`config.mk`:
```
export PLATFORM = sky130hd
export DESIGN_NAME = mont_mul_serial
export DESIGN_NICKNAME = d
export VERILOG_FILES = /design/src/rtl/mont_pkg.sv /design/src/rtl/mont_addend_sel.sv /design/src/rtl/mont_step.sv /design/src/rtl/mont_final_sub.sv /design/src/rtl/mont_mul_serial.sv
export SDC_FILE = /design/constraint.sdc
export NUM_CORES = 1
export LEC_CHECK = 0
export BUFFER_PORTS_ARGS = -buffer_cell sky130_fd_sc_hd__clkbuf_2
export CORE_UTILIZATION = 60
export CTS_BUF_LIST = sky130_fd_sc_hd__clkbuf_8
export CTS_CLUSTER_DIAMETER = 50
export DETAILED_ROUTE_END_ITERATION = 6
export PLACE_DENSITY = 0.85
export SLEW_MARGIN = 10
export SYNTH_ARGS = -nofsm -noshare
export SYNTH_HDL_FRONTEND = slang
export SYNTH_SLANG_ARGS = --single-unit
```
`constraint.sdc`:
```
create_clock -name clk -period 7.1 [get_ports clk]
set_input_delay 0.355 -clock clk [delete_from_list [all_inputs] [get_ports clk]]
set_output_delay 0.355 -clock clk [all_outputs]
set_load 0.005 [all_outputs]
```
`src/rtl/mont_pkg.sv`:
```
package mont_pkg;
  typedef enum logic [1:0] {
    ST_IDLE = 2'd0,
    ST_PRE  = 2'd1,
    ST_LOOP = 2'd2,
    ST_FIN  = 2'd3
  } mm_state_e;
endpackage

```
`src/rtl/mont_addend_sel.sv`:
```
// Picks the value added to the running total in one iteration.
// The key is {total lsb, current multiplier bit, multiplicand lsb}.
module mont_addend_sel #(
  parameter int N = 16
) (
  input  logic         t_lsb,
  input  logic         a_bit,
  input  logic         b_lsb,
  input  logic [N-1:0] b_val,
  input  logic [N-1:0] p_val,
  input  logic [N:0]   bp_val,
  output logic [N:0]   addend
);
  always_comb begin
    unique case ({t_lsb, a_bit, b_lsb})
      3'b000, 3'b001: addend = '0;
      3'b010:         addend = {1'b0, b_val};
      3'b011:         addend = bp_val;
      3'b100, 3'b101: addend = {1'b0, p_val};
      3'b110:         addend = bp_val;
      default:        addend = {1'b0, b_val};
    endcase
  end
endmodule

```
`src/rtl/mont_step.sv`:
```
// One add-and-halve step. The sum is one bit wider than the total,
// so nothing is lost before the shift.
module mont_step #(
  parameter int N = 16
) (
  input  logic [N:0] t_cur,
  input  logic [N:0] addend,
  output logic [N:0] t_next
);
  localparam int SW = N + 2;
  logic [SW-1:0] sum;
  always_comb begin
    sum    = {1'b0, t_cur} + {1'b0, addend};
    t_next = sum[SW-1:1];
  end
endmodule

```
`src/rtl/mont_final_sub.sv`:
```
// Conditional subtraction: the loop total is below 2P, so one
// subtraction of P is enough to bring it below P.
module mont_final_sub #(
  parameter int N = 16
) (
  input  logic [N:0]   t_val,
  input  logic [N-1:0] p_val,
  output logic [N-1:0] r_val
);
  logic [N:0] diff;
  always_comb begin
    diff  = t_val - {1'b0, p_val};
    r_val = (t_val >= {1'b0, p_val}) ? diff[N-1:0] : t_val[N-1:0];
  end
endmodule

```
`src/rtl/mont_mul_serial.sv`:
```
module mont_mul_serial
  import mont_pkg::*;
#(
  parameter int N = 16
) (
  input  logic         clk,
  input  logic         rst_n,
  input  logic         start,
  input  logic [N-1:0] a_in,
  input  logic [N-1:0] b_in,
  input  logic [N-1:0] p_in,
  output logic         busy,
  output logic         done,
  output logic [N-1:0] result
);
  localparam int CW = $clog2(N + 1);
  localparam logic [CW-1:0] LAST = CW'(N - 1);

  mm_state_e   st;
  logic [N-1:0] a_q, b_q, p_q, res_q;
  logic [N:0]   bp_q, t_q, t_nxt, addend;
  logic [N-1:0] fin_val;
  logic [CW-1:0] cnt;
  logic         done_q;

  mont_addend_sel #(.N(N)) u_sel (
    .t_lsb (t_q[0]),
    .a_bit (a_q[0]),
    .b_lsb (b_q[0]),
    .b_val (b_q),
    .p_val (p_q),
    .bp_val(bp_q),
    .addend(addend)
  );

  mont_step #(.N(N)) u_step (
    .t_cur (t_q),
    .addend(addend),
    .t_next(t_nxt)
  );

  mont_final_sub #(.N(N)) u_fin (
    .t_val(t_q),
    .p_val(p_q),
    .r_val(fin_val)
  );

  always_ff @(posedge clk or negedge rst_n) begin
    if (!rst_n) begin
      st     <= ST_IDLE;
      a_q    <= '0;
      b_q    <= '0;
      p_q    <= '0;
      bp_q   <= '0;
      t_q    <= '0;
      cnt    <= '0;
      res_q  <= '0;
      done_q <= 1'b0;
    end else begin
      done_q <= 1'b0;
      unique case (st)
        ST_IDLE: if (start) begin
          a_q <= a_in;
          b_q <= b_in;
          p_q <= p_in;
          t_q <= '0;
          cnt <= '0;
          st  <= ST_PRE;
        end
        ST_PRE: begin
          bp_q <= {1'b0, b_q} + {1'b0, p_q};
          st   <= ST_LOOP;
        end
        ST_LOOP: begin
          t_q <= t_nxt;
          a_q <= a_q >> 1;
          cnt <= cnt + 1'b1;
          if (cnt == LAST) st <= ST_FIN;
        end
        default: begin
          res_q  <= fin_val;
          done_q <= 1'b1;
          st     <= ST_IDLE;
        end
      endcase
    end
  end

  assign busy   = (st != ST_IDLE);
  assign done   = done_q;
  assign result = res_q;
endmodule

```
Yosys cells after proc, flatten, opt, wreduce, memory -nomap -nowiden
Cells that the tools add are included.
{"block": "totals", "in_bits": 51, "ff_bits": 106, "mem_bits_ro": 0, "elab_cells": 47, "latch_bits": 0, "memories": 0, "output_inout_bits": 18, "ram_bits": 0}
{"block": "op_classes", "div_mod_pow": 0, "eq_ne": 10, "n_shift": 0, "order_cmp": 1, "addsub": 4, "n_mux": 12, "n_reduce_logical": 11, "bitwise": 0, "n_mul": 0}
{"operator": "17-bit one-hot mux with 3 select lines", "count": 1}
{"operator": "17-bit one-hot mux with 2 select lines", "count": 1}
{"operator": "16-bit two-way mux", "count": 2}
{"operator": "16-bit one-hot mux with 2 select lines", "count": 1}
{"operator": "17-bit by 17-bit adder with 18-bit output", "count": 1}
{"operator": "16-bit by 16-bit adder with 17-bit output", "count": 1}
{"operator": "17-bit by 16-bit >= comparator with 1-bit output", "count": 1}
{"operator": "17-bit two-way mux", "count": 1}
{"operator": "16-bit subtractor", "count": 1}
{"operator": "5-bit one-hot mux with 2 select lines", "count": 1}
{"operator": "3-bit == test, second input constant", "count": 3}
{"operator": "2-bit one-hot mux with 3 select lines", "count": 1}
{"operator": "2-bit AND reduction", "count": 3}
{"operator": "2-bit OR reduction", "count": 3}
{"operator": "5-bit by 1-bit adder with 5-bit output, second input constant", "count": 1}
{"operator": "5-bit by 4-bit == test with 1-bit output, second input constant", "count": 1}
{"operator": "5-bit two-way mux", "count": 1}
{"operator": "2-bit two-way mux", "count": 2}
{"operator": "2-bit != test, second input constant", "count": 2}
{"operator": "2-bit nonzero test", "count": 2}
{"operator": "3-bit by 1-bit == test with 1-bit output, second input constant", "count": 1}
{"operator": "3-bit by 2-bit == test with 1-bit output, second input constant", "count": 1}
{"operator": "3-bit logical NOT", "count": 1}
{"operator": "3-bit OR reduction", "count": 1}
{"operator": "4 further kinds", "count": 4}

Longest topological paths before layout
{"block": "logic_depth", "word_depth": 5, "mapped_depth": 14}

Hierarchy
From an unflattened synthesis, not the netlist that was laid out.
{"block": "hier_totals", "hier_cells": 732, "hier_area_um2": 7639.8}
{"module": "mont_mul_serial", "area_each_um2": 4948.5, "seq_area_each_um2": 2652.5, "instances": 1, "cells_each": 408}
{"module": "mont_final_sub", "area_each_um2": 1123.6, "seq_area_each_um2": 0.0, "instances": 1, "cells_each": 145}
{"module": "mont_step", "area_each_um2": 789.5, "seq_area_each_um2": 0.0, "instances": 1, "cells_each": 101}
{"module": "mont_addend_sel", "area_each_um2": 778.2, "seq_area_each_um2": 0.0, "instances": 1, "cells_each": 78}

Least setup slack after synthesis
OpenSTA, ideal clock, no wires.
{"block": "synth_path", "path_type": "register to register", "start": "register t_q[0]", "end": "register t_q[16]", "arrival_ps": 3495, "path_slack_ps": 3473, "synth_period_minus_slack_ps": 3627, "path_stages_with_launch": 14, "cell_sequence": "dfrtp_1 > xor2_1 > clkbuf_1 > mux2_2 > a22o_1 > ha_1 > a211oi_1 > nand2_1 > a2111oi_0 > o31ai_1 > a21oi_1 > nor2b_1 > nor4b_1 > a21oi_1"}
{"block": "synth_via", "elab_chain_len": 5}
{"element": "start, declared", "line": "mont_mul_serial.sv:21", "source": "logic [N:0] bp_q, t_q, t_nxt, addend;"}
{"element": "start signal, assigned", "line": "mont_mul_serial.sv:75", "source": "t_q <= t_nxt;"}
{"element": "3-bit by 2-bit == test with 1-bit output (tied with other cells)", "line": "mont_addend_sel.sv:15", "source": "unique case ({t_lsb, a_bit, b_lsb})"}
{"element": "2-bit OR reduction, on equally long branches"}
{"element": "17-bit one-hot mux with 3 select lines", "line": "mont_addend_sel.sv:15"}
{"element": "17-bit by 17-bit adder with 18-bit output *", "line": "mont_step.sv:13", "source": "sum = {1'b0, t_cur} + {1'b0, addend};"}
{"element": "17-bit one-hot mux with 2 select lines *", "line": "mont_mul_serial.sv:61", "source": "unique case (st)"}
Every way passes the cells marked *; elsewhere a longest branch is shown, timed or not.
A chain may end at the register's enable or synchronous reset.

Worst setup path after layout
{"block": "layout_path", "start": "register a_q[0]", "end": "register t_q[16]"}
{"block": "layout_via", "elab_chain_len": 5}
{"element": "start, declared", "line": "mont_mul_serial.sv:20", "source": "logic [N-1:0] a_q, b_q, p_q, res_q;"}
{"element": "start signal, assigned", "line": "mont_mul_serial.sv:63", "source": "a_q <= a_in;"}
{"element": "start signal, assigned", "line": "mont_mul_serial.sv:76", "source": "a_q <= a_q >> 1;"}
{"element": "3-bit by 2-bit == test with 1-bit output (tied with other cells)", "line": "mont_addend_sel.sv:15"}
{"element": "2-bit OR reduction, on equally long branches"}
{"element": "17-bit one-hot mux with 3 select lines *", "line": "mont_addend_sel.sv:15"}
{"element": "17-bit by 17-bit adder with 18-bit output *", "line": "mont_step.sv:13"}
{"element": "17-bit one-hot mux with 2 select lines *", "line": "mont_mul_serial.sv:61"}
Marked as above.

==> metrics.txt <==
status=finished, violations left; failing checks=negative hold slack; Max Clock Skew=0.00867 ns; commonest cells after routing, fill and taps aside=dfrtp_1 (106), clkbuf_2 (67), mux2_2 (65); share of cells above drive strength 1=20.5%; EDFF count, synth=0; clock sinks=106; core area=11400 µm²; max-cap viol count=0; postcts setup bufs=0; H-Tree Level Count=3; WL/cell=17.9 µm; routed vias=5744; Max Fclk=258 MHz; synthesized area per cell=9.71 µm²; Worst Setup End Kind=flip-flop; RePlAce Congestion=0.921; measured slew at the worst slew-check pin=1.11 ns; total gr overflow=0; die height=110 µm; cells after synthesis=721; #FFs+latches synth=106; initial antenna violation count=0; # port buffers=68; sequential share of the synthesized area=37.9%; synth unique cells=60; root buffer cell=clkbuf_8; crit path DAT=4.15 ns; DRT iter0 DRCs=352; share of flip-flops with an asynchronous set or reset=100%; Final Hold Fails=17; Post-CTS Hold Buffers=0; drt via density=6.19; final number of setup-violating endpoints=0; commonest non-fill, non-tap cell in the layout=dfrtp_1; syn_nets=830; met2 wire length=7.98 mm; Routed WL=16.6 mm; clock transition at the registers of the reported paths=0.10 ns; Area growth syn-to-layout=9.10%; antenna viol nets, final=0; DIE AREA=12100 µm²; Crit Path Category=reg2reg; fin nets=890; pin count of the biggest net entering global routing=56; routed metal-1 wirelength=7.24 mm; post-DP HPWL=12.5 mm; DR WL met3=933 µm; CTS tree=built; Rel. slew slack=26.1%; num ports=69; Tot GR Track Use=29.2%; startpoint types=flip-flop; # rows=39; Required @ worst endpoint=7.38 ns; DR pass1 iterations=5; setup slack after layout=3.23 ns; RSZ-0062 raised after global routing=false; HP Class=in2async; PostCTS Resize Cnt=0; Die Span X=110 µm; Synth warnings=0; setup_tns=0 ns; ys flop type=dfrtp_1; first-pass GRT wire length=26.9 mm; vias in the first global route=5634; Top Layer Used=met4; critical path peak fanout=21; pre-CTS setup slack=3.28 ns; synthesized cell area=7000 µm²; R2R cell count=11; Diodes inserted=0; worst hold slack=-0.0163 ns; Num CTS Buffers=9; Initial Util=61.5%; Final Slew Violations=0; clk buf depth=2; # DRC=0; worst skew pair latency=0.39 ns; final worst-path cycle share=54.5%; Period minus WS final=3.87 ns
-- cell type report --
cell class | count | area, µm²
sequential | 106 | 2650
multi-input combinational | 549 | 4090
fill | 898 | 3730
clock buffer | 11 | 151
inverter | 42 | 158
tap | 143 | 179
timing repair buffer | 73 | 380
clock inverter | 4 | 20.0
-- layer usage --
layer | up-vias | track usage [%]
met2 | 206 | 48.0
met5 | - | 0
met3 | 34 | 4.12
li1 | 2758 | -
met4 | 0 | 13.0
met1 | 2746 | 38.2
-- through the flow --
step	utilization, %	std cells	area, µm²
3_5_place_dp	65.6	913	7460
5_1_grt	67.2	928	7630
3_3_place_gp	65.6	913	7460
4_1_cts	67.2	928	7630
6_report	67.2	928	7630
2_1_floorplan	-	721	7000
-- synth_stat cells (all sizes together) (6+ instances only) --
cell type,instances,area (µm²)
nand2,55,206
nand2b,7,43.8
a21boi,6,45.1
o22ai,20,125
clkbuf,17,63.8
mux2i,22,220
a22o,17,149
o21ai,57,293
mux2,65,732
nor3,9,45.0
or3,6,37.5
xnor2,17,149
xor2,12,105
ha,55,688
and3,10,62.6
inv,41,154
a211oi,7,57.6
nand3,15,75.1
dfrtp,106,2650
nor2,39,146
buf,7,33.8
a21oi,50,265
a21o,13,97.6
nand4,7,43.8
nor2b,9,56.3
-- critical path, stage by stage, from the launching register on --
cell and delay [ns]:
dfrtp_1 0.61, nor2_1 0.80, a22o_1 0.26, ha_1 0.26
a211oi_1 0.35, nand2_1 0.10, a2111oi_0 0.52, o31ai_1 0.19
a21oi_1 0.24, nor2b_1 0.08, nor4b_1 0.27, a21oi_1 0.07
-- flip-flops by register name (all words and copies together) (netlist names) --
| signal | flops |
|---|---|
| a_q | 16 |
| bp_q | 17 |
| done | 1 |
| t_q | 17 |
| result | 16 |
| cnt | 5 |
| b_q | 16 |
| st | 2 |
| p_q | 16 |
-- logic make-up after synthesis --
group,count (synthesis),share of synthesized area (%)
xor gates and xnor gates,29,3.63
buffers and inverters,66,3.65
muxes,87,13.6
and+or+nand+nor,167,11.3
adders and majority gates,58,10.7
DFF,106,37.9
AOI/OAI and AO/OA,208,19.2
-- final timing paths --
kind / startpoint / end / slack, ns
worst max-delay path: a_q[0] / t_q[16] / 3.23
worst min-delay path: rst_n / result[11] / -0.02
worst max register to register: a_q[0] / t_q[16] / 3.23
worst min register to register: bp_q[10] / bp_q[10] / 0.48
max in group asynchronous: rst_n / bp_q[6] / 5.97
min in group clk: p_in[15] / p_q[15] / 0.19
Power is left out: the tool's default activity adds up to more than one toggle a clock period on the data nets, which glitch-free logic cannot reach.
